<file path="src/rtl/rsc_pkg.sv">
package rsc_pkg;
  // bit positions in the cause/enable register
  localparam int unsigned BIT_PIN  = 0;
  localparam int unsigned BIT_POR  = 1;
  localparam int unsigned BIT_MCLK = 2;
  localparam int unsigned BIT_WDT  = 3;
  localparam int unsigned BIT_SW   = 4;
  localparam int unsigned BIT_CMP  = 5;
  localparam int unsigned BIT_CNV  = 6;
  localparam int unsigned NUM_CAUSE = 7;

  // positions in the synchronized request vector
  localparam int unsigned IDX_PIN  = 0;
  localparam int unsigned IDX_WDT  = 1;
  localparam int unsigned IDX_MCLK = 2;
  localparam int unsigned IDX_CMP  = 3;
  localparam int unsigned IDX_CNV  = 4;
  localparam int unsigned NUM_ASYNC = 5;

  typedef struct packed {
    logic                 enter;  // reset is entered at this edge
    logic [NUM_CAUSE-1:0] cause;  // one-hot cause of the entered reset
    logic                 wrEn;   // accepted register write
  } rsc_strobe_t;
endpackage

</file>
<file path="src/rtl/rsc_sync.sv">
module rsc_sync #(
  parameter int unsigned NUM    = 5,
  parameter int unsigned STAGES = 2
) (
  input  logic           clk,
  input  logic           porN,
  input  logic [NUM-1:0] rawIn,
  output logic [NUM-1:0] syncOut
);
  for (genvar i = 0; i < NUM; i++) begin : g_chain
    logic [STAGES-1:0] chain;
    always_ff @(posedge clk or negedge porN) begin
      if (!porN) chain <= '0;
      else       chain <= {chain[STAGES-2:0], rawIn[i]};
    end
    assign syncOut[i] = chain[STAGES-1];
  end
endmodule

</file>
<file path="src/rtl/rsc_ctrl.sv">
module rsc_ctrl
  import rsc_pkg::*;
#(
  parameter int unsigned STRETCH_CYCLES = 16,
  parameter int unsigned SYNC_STAGES    = 2
) (
  input  logic                 clk,
  input  logic                 porN,
  input  logic [NUM_ASYNC-1:0] reqSync,
  input  logic                 mclkEn,
  input  logic                 cmpEn,
  input  logic                 cnvEn,
  input  logic                 wrEn,
  input  logic                 wrSw,
  input  logic                 wrPor,
  input  logic                 porFlag,
  output rsc_strobe_t          strobe,
  output logic                 active,
  output logic                 pinDrive
);
  localparam int unsigned CNT_W = (STRETCH_CYCLES > 2) ? $clog2(STRETCH_CYCLES) : 1;
  localparam logic [CNT_W-1:0] LOAD = CNT_W'(STRETCH_CYCLES - 1);

  logic [CNT_W-1:0]       cnt;
  logic [SYNC_STAGES-1:0] drvHist;
  logic                   pinMask;
  logic pinReq, wdtReq, mclkReq, cmpReq, cnvReq, swReq, porReq;
  logic hold, anyReq;
  logic [NUM_CAUSE-1:0]   causeOh;

  assign pinDrive = active & porFlag;
  // pad is ignored while we pull it and until the synchronizer has flushed
  assign pinMask  = pinDrive | (|drvHist);

  assign pinReq  = reqSync[IDX_PIN] & ~pinMask;
  assign wdtReq  = reqSync[IDX_WDT];
  assign mclkReq = reqSync[IDX_MCLK] & mclkEn;
  assign cmpReq  = reqSync[IDX_CMP] & cmpEn;
  assign cnvReq  = reqSync[IDX_CNV] & cnvEn;
  assign swReq   = wrEn & wrSw & ~active;
  assign porReq  = wrEn & wrPor & ~active;

  assign hold = pinReq | wdtReq | mclkReq | cmpReq | cnvReq;

  always_comb begin
    causeOh = '0;
    if (porReq)       causeOh[BIT_POR]  = 1'b1;
    else if (pinReq)  causeOh[BIT_PIN]  = 1'b1;
    else if (wdtReq)  causeOh[BIT_WDT]  = 1'b1;
    else if (mclkReq) causeOh[BIT_MCLK] = 1'b1;
    else if (cmpReq)  causeOh[BIT_CMP]  = 1'b1;
    else if (cnvReq)  causeOh[BIT_CNV]  = 1'b1;
    else if (swReq)   causeOh[BIT_SW]   = 1'b1;
  end
  assign anyReq = |causeOh;

  assign strobe.enter = ~active & anyReq;
  assign strobe.cause = causeOh;
  assign strobe.wrEn  = wrEn & ~active;

  always_ff @(posedge clk or negedge porN) begin
    if (!porN) begin
      active  <= 1'b1;
      cnt     <= LOAD;
      drvHist <= '0;
    end else begin
      drvHist <= {drvHist[SYNC_STAGES-2:0], pinDrive};
      if (!active) begin
        if (anyReq) begin
          active <= 1'b1;
          cnt    <= LOAD;
        end
      end else if (hold) begin
        cnt <= LOAD;
      end else if (cnt == '0) begin
        active <= 1'b0;
      end else begin
        cnt <= cnt - 1'b1;
      end
    end
  end


  enter_takes_chk: assert property (@(posedge clk) disable iff (!porN)
    strobe.enter |=> active);


  release_quiet_chk: assert property (@(posedge clk) disable iff (!porN)
    $fell(active) |-> !$past(hold));


  pin_over_internal_chk: assert property (@(posedge clk) disable iff (!porN)
    (strobe.enter && pinReq) |-> (strobe.cause[BIT_PIN] || strobe.cause[BIT_POR]));
endmodule

</file>
<file path="src/rtl/rsc_dp.sv">
module rsc_dp
  import rsc_pkg::*;
(
  input  logic                 clk,
  input  logic                 porN,
  input  rsc_strobe_t          strobe,
  input  logic                 wrMclk,
  input  logic                 wrCmp,
  input  logic                 wrCnv,
  output logic                 mclkEn,
  output logic                 cmpEn,
  output logic                 cnvEn,
  output logic                 porFlag,
  output logic [7:0]           rdData
);
  logic [NUM_CAUSE-1:0] flags;

  always_ff @(posedge clk or negedge porN) begin
    if (!porN) begin
      flags  <= NUM_CAUSE'(1 << BIT_POR);
      mclkEn <= 1'b0;
      cmpEn  <= 1'b0;
      cnvEn  <= 1'b0;
    end else if (strobe.enter) begin
      flags  <= strobe.cause;
      mclkEn <= 1'b0;
      cmpEn  <= 1'b0;
      cnvEn  <= 1'b0;
    end else if (strobe.wrEn) begin
      mclkEn <= wrMclk;
      cmpEn  <= wrCmp;
      cnvEn  <= wrCnv;
    end
  end

  assign porFlag = flags[BIT_POR];
  assign rdData  = {1'b0, flags};


  enables_cleared_chk: assert property (@(posedge clk) disable iff (!porN)
    $past(strobe.enter) |-> (!mclkEn && !cmpEn && !cnvEn));


  flags_stable_chk: assert property (@(posedge clk) disable iff (!porN)
    !$past(strobe.enter) |-> $stable(flags));


  flags_single_chk: assert property (@(posedge clk) disable iff (!porN)
    $countones(flags) == 1);
endmodule

</file>
<file path="src/rtl/rst_cause_ctrl.sv">
module rst_cause_ctrl
  import rsc_pkg::*;
#(
  parameter int unsigned STRETCH_CYCLES = 16,
  parameter int unsigned SYNC_STAGES    = 2
) (
  input  logic       clk,
  input  logic       porN,
  input  logic       pinRstN,
  input  logic       wdtTimeout,
  input  logic       mclkLost,
  input  logic       cmpOut,
  input  logic       cnvPinN,
  input  logic       regWrEn,
  input  logic [7:0] regWrData,
  output logic [7:0] regRdData,
  output logic       sysRstN,
  output logic       pinDriveLow
);
  logic [NUM_ASYNC-1:0] rawReq, reqSync;
  rsc_strobe_t strobe;
  logic mclkEn, cmpEn, cnvEn, porFlag, active;
  logic unusedBits;

  assign unusedBits = ^{regWrData[7], regWrData[3], regWrData[0]};

  assign rawReq[IDX_PIN]  = ~pinRstN;
  assign rawReq[IDX_WDT]  = wdtTimeout;
  assign rawReq[IDX_MCLK] = mclkLost;
  assign rawReq[IDX_CMP]  = ~cmpOut;
  assign rawReq[IDX_CNV]  = ~cnvPinN;

  rsc_sync #(.NUM(NUM_ASYNC), .STAGES(SYNC_STAGES)) sync_i (
    .clk(clk), .porN(porN), .rawIn(rawReq), .syncOut(reqSync)
  );

  rsc_ctrl #(.STRETCH_CYCLES(STRETCH_CYCLES), .SYNC_STAGES(SYNC_STAGES)) ctrl_i (
    .clk(clk), .porN(porN), .reqSync(reqSync),
    .mclkEn(mclkEn), .cmpEn(cmpEn), .cnvEn(cnvEn),
    .wrEn(regWrEn), .wrSw(regWrData[BIT_SW]), .wrPor(regWrData[BIT_POR]),
    .porFlag(porFlag), .strobe(strobe), .active(active), .pinDrive(pinDriveLow)
  );

  rsc_dp dp_i (
    .clk(clk), .porN(porN), .strobe(strobe),
    .wrMclk(regWrData[BIT_MCLK]), .wrCmp(regWrData[BIT_CMP]), .wrCnv(regWrData[BIT_CNV]),
    .mclkEn(mclkEn), .cmpEn(cmpEn), .cnvEn(cnvEn),
    .porFlag(porFlag), .rdData(regRdData)
  );

  assign sysRstN = ~active;
endmodule

</file>
<file path="config.mk">
export PLATFORM = sky130hd
export DESIGN_NAME = rst_cause_ctrl
export DESIGN_NICKNAME = d
export VERILOG_FILES = /design/src/rtl/rsc_pkg.sv /design/src/rtl/rsc_sync.sv /design/src/rtl/rsc_ctrl.sv /design/src/rtl/rsc_dp.sv /design/src/rtl/rst_cause_ctrl.sv
export SDC_FILE = /design/constraint.sdc
export NUM_CORES = 1
export LEC_CHECK = 0
export CAP_MARGIN = 10
export CORE_MARGIN = 2
export CORE_UTILIZATION = 53
export DETAILED_ROUTE_END_ITERATION = 7
export PLACE_DENSITY_LB_ADDON = 0.05
export SKIP_CTS_REPAIR_TIMING = 1
export SLEW_MARGIN = 10
export SYNTH_ARGS = -nofsm -noshare
export SYNTH_HDL_FRONTEND = slang
export SYNTH_HIERARCHICAL = 1
export SYNTH_SLANG_ARGS = --single-unit
</file>
<file path="constraint.sdc">
create_clock -name clk -period 3.8 [get_ports clk]
set_input_delay 0.95 -clock clk [delete_from_list [all_inputs] [get_ports clk]]
set_output_delay 0.95 -clock clk [all_outputs]
set_load 0.1 [all_outputs]
</file>
### Word-level counts from Yosys, hierarchy flattened

Cells that the tools add are included.

| storage, ports and cells | value |
|---|---|
| bits in registers | 27 |
| latch bits | 0 |
| RAM bits | 0 |
| memory bits (read-only) | 0 |
| input bits | 16 |
| logic and storage cells | 71 |
| memories kept | 0 |

| operators by class | value |
|---|---|
| add/sub/neg operators | 1 |
| $mul | 0 |
| div/mod/pow operators | 0 |
| order comparisons | 0 |
| equal/unequal tests | 1 |
| shift-type cells | 0 |
| muxes and demuxes | 30 |
| bitwise logic cells | 21 |
| reductions and logical operators | 6 |

Operator list:

| operator | count |
|---|---|
| $mux 1 | 22 |
| $mux 4 | 4 |
| $and 1x1->1 | 11 |
| $mux 5 | 2 |
| $reduce_or 7->1 | 1 |
| $mux 3 | 2 |
| $not 1->1 | 5 |
| $or 1x1->1 | 5 |
| $logic_not 4->1 | 1 |
| $reduce_bool 2->1 | 2 |
| $sub 4x1->4 const B | 1 |
| $ne 3x3->1 const B | 1 |
| $reduce_and 2->1 | 1 |
| $reduce_or 2->1 | 1 |

### Longest topological paths before layout

Gate-level depths: netlist (run 1).

| depth | value |
|---|---|
| depth in word-level cells | 12 |
| gate-level depth with buffers | 7 |
| gate-level depth less buffers | 6 |

### Cells and area by module

The synthesis (run 1) kept the hierarchy.

By module, submodules not included:

| module | times used | cells an instance | area an instance (um^2) | seq. area each (um^2) |
|---|---|---|---|---|
| rsc_ctrl | 1 | 53 | 488.0 | 181.4 |
| rsc_dp | 1 | 27 | 427.9 | 251.5 |
| rsc_sync | 1 | 15 | 287.8 | 250.2 |
| rst_cause_ctrl | 1 | 4 | 15.0 | 0.0 |

### Worst setup path before layout (run 1)

No wires, ideal clock.

| path | value |
|---|---|
| path type | in2reg |
| from | input port regWrEn |
| to | register dp_i.flags[0] |
| arrival | 2,235 ps |
| data required time | 3,674 ps |
| path slack | 1,438 ps |
| stages | 5 |
| path through | nor2b_1 o21ai_0 a21oi_1 buf_6 mux2_4 |

RTL lines:

| element | line | source |
|---|---|---|
| from (decl) | rst_cause_ctrl.sv:14 | `input logic regWrEn,` |
| to (signal assigned) | rsc_dp.sv:20 | `flags <= NUM_CAUSE'(1 << BIT_POR);` |
| to (signal assigned) | rsc_dp.sv:25 | `flags <= strobe.cause;` |
| to (decl) | rsc_dp.sv:16 | `logic [NUM_CAUSE-1:0] flags;` |

### Worst setup path in the final report (run 1)

| path | value |
|---|---|
| from | register ctrl_i.active |
| to | output port sysRstN |

| on the way | value |
|---|---|
| word-level cells in the longest chain between the ends | 1 |

RTL lines:

| element | line | source |
|---|---|---|
| from (decl) | rsc_ctrl.sv:18 | `output logic active,` |
| from (signal assigned) | rsc_ctrl.sv:63 | `active <= 1'b1;` |
| from (signal assigned) | rsc_ctrl.sv:70 | `active <= 1'b1;` |
| from (signal assigned) | rsc_ctrl.sv:76 | `active <= 1'b0;` |
| $not 1->1 | rst_cause_ctrl.sv:51 | `assign sysRstN = ~active;` |
| to (decl) | rst_cause_ctrl.sv:17 | `output logic sysRstN,` |

No other way between the ends.

==> impl_metrics.csv, run 1 <==
group,metric,value,unit
routing,routedWlPerCell,13.3,um
sta,timing.final.crit_share,0.777,
pwr,share_clk_of_total_power,0.253,
global_routing,gr-total-overflow,0,
synth,syn_area,1220,sq um
sta,period_needed,2.95,ns
clock_tree,clk_latency,0.32,ns
pwr,cell_internal_pwr,363,uW
pwr,power.static_leakage,0.000644,uW
sta,setup_repair_after_global_routing_missed_its_margin,"false",
synth,synth_flop_cell,"dfrtp_1",
final_layout,finish.net_count,135,
pwr,power.density,340,nW/um^2
sta,max-slew-margin-rel,0.353,
routing,via_per_inst,5.17,
setup_path,rr_startpoint,"ctrl_i/active",
synth,syn_nets,117,
setup_path,crit_path_max_fanout,12,
global_routing,grt_pass1_wl,3190,um
place,dp_hpwl,1430,um
die,io-pin-count,26,
clock_tree,tritoncts,"done",
routing,vias,744,
global_routing,grt_start_max_net_pins,24,
place,placement.io_buffers,21,
sta,fmax,0.339,GHz
clock_tree,number_of_buffers_added_by_the_clock_tree_synthesis_step,3,
worst_hold_path,hold_path_depth,0,
routing,initialDrtViolationCount,12,
setup_path,reg2regPathDepth,6,
clock_tree,clk_pin_slew,0.14,ns
die,placeableCoreArea,2190,sq um
synth,post-synth-top-count-cell,"dfrtp_1",
setup_path,worst_setup_path_end_kind,"primary output",
die,die_w,52.0,um
sta,totalNegativeSetupSlack,0,ns
global_routing,grt_pass1_vias,678,
sta,timing_worst_slew_pin_value,0.968,ns
sta,setup_violations,0,
flow_run,max-cap-violations,0,
setup_path,critPathLaunch,"ctrl_i/active",
global_routing,grt_antenna_before_repair,0,
setup_path,crit_arrival,2.00,ns
pwr,comb_power_share,0.117,
synth,synth_warnings,6,
routing,drt-pass1-iter-count,4,
final_layout,utilization,0.649,
setup_path,cp_required,2.85,ns
worst_hold_path,start_point_of_the_worst_min_delay_path,"sync_i/g_chain[4].chain[0]",
routing,detail_route.wirelength,1920,um
die,dieArea,2700,sq um
synth,synth_enable_flop_cells,0,
clock_tree,clock-sinks,27,
clock_tree,cts_root_buf,"clkbuf_4",
die,total_number_of_placement_rows,17,
synth,asyncSetResetFlopFracSynth,1.00,
synth,synth_common_cells,"dfrtp_1 (21), buf_4 (9), mux2_4 (7)",
routing,ant_nets,0,
synth,yosysTopAreaCellShare,0.431,
sta,finalMaxSlewViolations,0,
die,floorplan.die.height,52.0,um
clock_tree,htree_levels,1,
pwr,netSwitchingPower,121,uW
clock_tree,clock_tree.buffer_depth,2,
final_layout,insertedDiodeCount,0,
final_layout,syn2layout_area_growth,16.6,%
synth,netlist-cell-type-count,29,
place,gpl_congestion,0.788,
setup_path,setup.worst_path.start_class,"flip-flop",
synth,synthesis.instances,99,
worst_hold_path,hold_class,"flip-flop to flip-flop",
final_layout,final_layout_size_suffix_gt1_frac,0.224,
synth,synth-seq-area-share,0.561,
synth,synth.ff_latch_count,27,
synth,post_synth_main_area_contributors,"dfrtp_1 (43%), dfstp_2 (13%), mux2_4 (8.6%)",
sta,timing.clock.skew,0.00279,ns
die,floorplan.initialDensity,0.556,
synth,post-synth-top-area-cell,"dfrtp_1",
synth,syn-mean-instance-area,12.3,sq um
pwr,power.ir.vdd_worst,344,uV
run_status,outcome,"finished, final reports clean",
global_routing,gr_util_all_layers,0.164,
routing,drc,0,
pwr,power.share.sequential,0.630,
sta,finalHoldViolations,0,
setup_path,critPathKind,"flip-flop to primary output",
pwr,switching_share,0.250,
==> power groups by stage <==
stage	Sequential, uW	Clock (uW)	Combinational (uW)
after floorplan	312	0	35.6
after global placement	309	0	55.5
after detailed placement	310	0	56.8
after CTS	305	126	57.0
after global routing	306	141	61.6
final	305	123	56.4
==> registers in the layout, summed over array words and instances, names as in the netlist <==
| name | cells |
|---|---|
| ctrl_i/drvHist | 2 |
| ctrl_i/active | 1 |
| ctrl_i/cnt | 4 |
| dp_i/cnvEn | 1 |
| dp_i/flags | 7 |
| dp_i/mclkEn | 1 |
| sync_i/g_chain.chain | 10 |
| dp_i/cmpEn | 1 |
==> kinds of logic after synthesis <==
| kind of cell | Yosys count | synth area share |
|---|---|---|
| xor+xnor | 1 | 0.00719 |
| buf+inv | 17 | 0.0924 |
| compound gates | 10 | 0.0452 |
| mux | 10 | 0.111 |
| other cells | 1 | 0.00308 |
| simple gates | 31 | 0.160 |
| flops | 27 | 0.561 |
| fa+ha+maj | 2 | 0.0205 |
==> per-stage QoR <==
step,instance area (sq um),setup WS (ns),hold WS (ns),std cells,total power (uW)
2_1_floorplan,1220,1.44,0.331,99,347
3_3_place_gp,1390,1.09,0.331,140,365
3_5_place_dp,1390,1.06,0.337,140,367
4_1_cts,1420,0.833,0.370,144,488
5_1_grt,1420,0.747,0.375,144,509
6_report,1420,0.846,0.367,144,484
==> path summary, 6_finish.rpt <==
| kind | end | slack [ns] |
|---|---|---|
| min | sync_i/g_chain[4].chain[1] | 0.37 |
| max reg2reg | dp_i/flags[3] | 1.64 |
| min in group asynchronous | dp_i/flags[4] | 1.15 |
| min reg2reg | sync_i/g_chain[4].chain[1] | 0.37 |
| max | sysRstN | 0.85 |
| max in group asynchronous | ctrl_i/cnt[0] | 1.92 |
==> routing by layer <==
| layer | track usage | routed length (um) |
|---|---|---|
| met2 | 0.264 | 949 |
| met5 | 0 | 0 |
| met3 | 0.0603 | 69 |
| met1 | 0.217 | 898 |
| met4 | 0.0263 | 0 |
==> cell type report <==
cell class | instances | area [sq um]
sequential | 27 | 683
inverter | 6 | 22.5
clock buffer | 3 | 22.5
fill | 157 | 769
multi-input combinational | 55 | 423
tap | 28 | 35.0
clock inverter | 1 | 7.51
timing repair buffer | 24 | 228
==> critical path, cell delays in order (launching register included) <==
cell and delay, ns:
dfstp_2 0.67, inv_1 0.06, clkdlybuf4s50_1 0.96
==> cells in the final DEF (no fill, tap or decap) <==
cell type	n
nand2_1	3
mux2_4	7
ha_1	2
nand2b_1	1
a21oi_1	4
dfstp_2	6
dfrtp_1	21
clkbuf_4	3
clkdlybuf4s50_1	19
xnor2_1	1
and4b_1	1
a22oi_1	1
clkinvlp_4	1
inv_1	6
and4_1	2
buf_4	5
or4b_4	1
nor2_1	4
and3_1	2
and2_1	2
o21a_1	1
or4b_2	1
mux2i_1	3
nor2b_1	2
nor3b_1	2
conb_1	1
nand3_1	4
and3b_2	1
nor3_1	4
o21ai_0	4
and2_4	1
No activity file was read; power rests on OpenSTA's default activity.
==> inputs of run 2 (changes only) <==
Settings changed: CORE_UTILIZATION 53 to 44.
Clock period 3.8 ns to 2.4 ns, I/O delays scaled along.
==> run 2 against run 1 <==
Clock-buffer cell count unchanged. Critical path type is now flip-flop to flip-flop. Worst setup slack worse by 0.61 ns. Sequential power is 58% higher. Die area up 19%. Register-to-register slack got worse by 1.4 ns. Critical path depth rose by 4. Via count is 3.8% lower. Total power up 57%. Highest routed layer is now met4. Sequential share of layout area is 0.13 points lower. Global-route usage decreased by 2.9 points. Utilization is 12 points lower.
==> impl_metrics.csv, run 2 (same netlist as run 1, synthesis figures left out) <==
group,metric,value,unit
sta,finalHoldViolations,0,
sta,fmax,0.462,GHz
routing,vias,716,
routing,drc,0,
pwr,power.static_leakage,0.000668,uW
clock_tree,clock-sinks,27,
worst_hold_path,hold_class,"flip-flop to flip-flop",
global_routing,grt_pass1_vias,720,
final_layout,syn2layout_area_growth,16.9,%
sta,finalMaxSlewViolations,0,
setup_path,critPathKind,"flip-flop to flip-flop",
routing,ant_nets,0,
global_routing,grt_pass1_wl,3230,um
sta,timing.clock.skew,0.00490,ns
setup_path,setup.worst_path.start_class,"flip-flop",
global_routing,grt_antenna_before_repair,0,
die,die_w,56.6,um
setup_path,cp.buffers_inverters,1,
global_routing,gr-total-overflow,0,
clock_tree,tritoncts,"done",
final_layout,final_layout_size_suffix_gt1_frac,0.291,
final_layout,reg_top3,"sync_i/g_chain.chain x10, dp_i/flags x7, ctrl_i/cnt x4",
sta,totalNegativeSetupSlack,0,ns
final_layout,max_reg_flops,10,
setup_path,worst_path_max_delay_cell,"or4b_4",
die,total_number_of_placement_rows,19,
die,floorplan.die.height,56.6,um
clock_tree,cts_root_buf,"clkbuf_4",
routing,via_per_inst,4.84,
sta,setup_violations,0,
clock_tree,clk_latency,0.31,ns
sta,setup_repair_after_global_routing_missed_its_margin,"false",
place,placement.io_buffers,21,
clock_tree,clk_pin_slew,0.14,ns
die,io-pin-count,26,
clock_tree,clock_tree.buffer_depth,2,
routing,initialDrtViolationCount,8,
die,floorplan.initialDensity,0.454,
setup_path,crit_path_max_fanout,12,
setup_path,slowest_delay,0.49,ns
sta,timing_worst_slew_pin_value,0.550,ns
pwr,power.density,533,nW/um^2
setup_path,cp_cell_instances,"and2_4 -> or4b_4 -> and3_1 -> a21oi_1 -> buf_4 -> mux2_4",
routing,detail_route.wirelength,1800,um
final_layout,leading_cell_type_in_the_layout_fill_and_taps_excluded,"dfrtp_1",
setup_path,crit_arrival,2.39,ns
flow_run,max-cap-violations,0,
clock_tree,number_of_buffers_added_by_the_clock_tree_synthesis_step,3,
place,gpl_congestion,0.809,
die,placeableCoreArea,2690,sq um
final_layout,most_frequent_cells_in_the_layout,"dfrtp_1 (21), buf_4 (12), clkdlybuf4s50_1 (12), mux2_4 (7)",
final_layout,largest_register_by_flop_count,"sync_i/g_chain.chain",
sta,period_needed,2.17,ns
sta,timing.final.crit_share,0.903,
final_layout,utilization,0.531,
run_status,outcome,"finished, final reports clean",
place,dp_hpwl,1360,um
clock_tree,htree_levels,1,
global_routing,grt_start_max_net_pins,28,
die,dieArea,3210,sq um
final_layout,insertedDiodeCount,0,
setup_path,worst_setup_path_end_kind,"flip-flop",
setup_path,cp_required,2.62,ns
sta,max-slew-margin-rel,0.632,
setup_path,timing.critical_path.max_delay_family,"simple AND/OR/NAND/NOR gates",
pwr,power.ir.vdd_worst,450,uV
global_routing,gr_util_all_layers,0.135,
routing,routedWlPerCell,12.2,um
final_layout,finish.net_count,136,
routing,drt-pass1-iter-count,3,
-- run 2: cell types whose count changed in the layout (fill, tap and decap cells not counted), sizes merged --
cell           change
buf                +8
clkdlybuf4s50      -7
clkinvlp           -1
clkinv             +1
-- run 2: final cells by class --
| type | count | area, sq um |
|---|---|---|
| fill | 238 | 1260 |
| sequential | 27 | 683 |
| clock buffer | 3 | 22.5 |
| timing repair buffer | 25 | 230 |
| tap | 31 | 38.8 |
| multi-input combinational | 55 | 423 |
| clock inverter | 1 | 5.00 |
| inverter | 6 | 22.5 |
-- run 2: per-layer routing --
layer,vias up,track usage,wire (um)
met3,2,0.0507,99
li1,361,-,-
met2,16,0.224,893
met1,337,0.167,793
met4,0,0.0306,15
met5,-,0,0
-- run 2: report_power, final --
| group | switching (uW) | leakage (uW) | total [uW] | internal [uW] |
|---|---|---|---|---|
| clock | 124 | 0.0000177 | 186 | 62.3 |
| combinational | 52.7 | 0.000323 | 91.1 | 38.4 |
| sequential | 8.16 | 0.000327 | 482 | 474 |
-- run 2: final timing paths --
| path | start | to | slack [ns] | depth (start not counted) |
|---|---|---|---|---|
| worst min register to register | sync_i/g_chain[3].chain[0] | sync_i/g_chain[3].chain[1] | 0.36 | 0 |
| worst min-delay path | sync_i/g_chain[3].chain[0] | sync_i/g_chain[3].chain[1] | 0.36 | 0 |
| worst max register to register | ctrl_i/active | dp_i/flags[6] | 0.23 | 6 |
| max in group asynchronous | porN | ctrl_i/cnt[2] | 1.47 | 2 |
| worst max-delay path | ctrl_i/active | dp_i/flags[6] | 0.23 | 6 |
| min in group asynchronous | porN | dp_i/flags[4] | 0.62 | 2 |
-- run 2: metrics by stage --
step	hold WS, ns	setup slack (ns)	std cells	total power (uW)	instance area [sq um]
floorplan	0.304	0.263	99	550	1220
global placement	0.332	0.152	144	581	1400
detailed placement	0.335	0.123	144	583	1400
CTS	0.367	0.233	148	775	1430
global route	0.369	0.146	148	805	1430
finish	0.363	0.233	148	760	1430
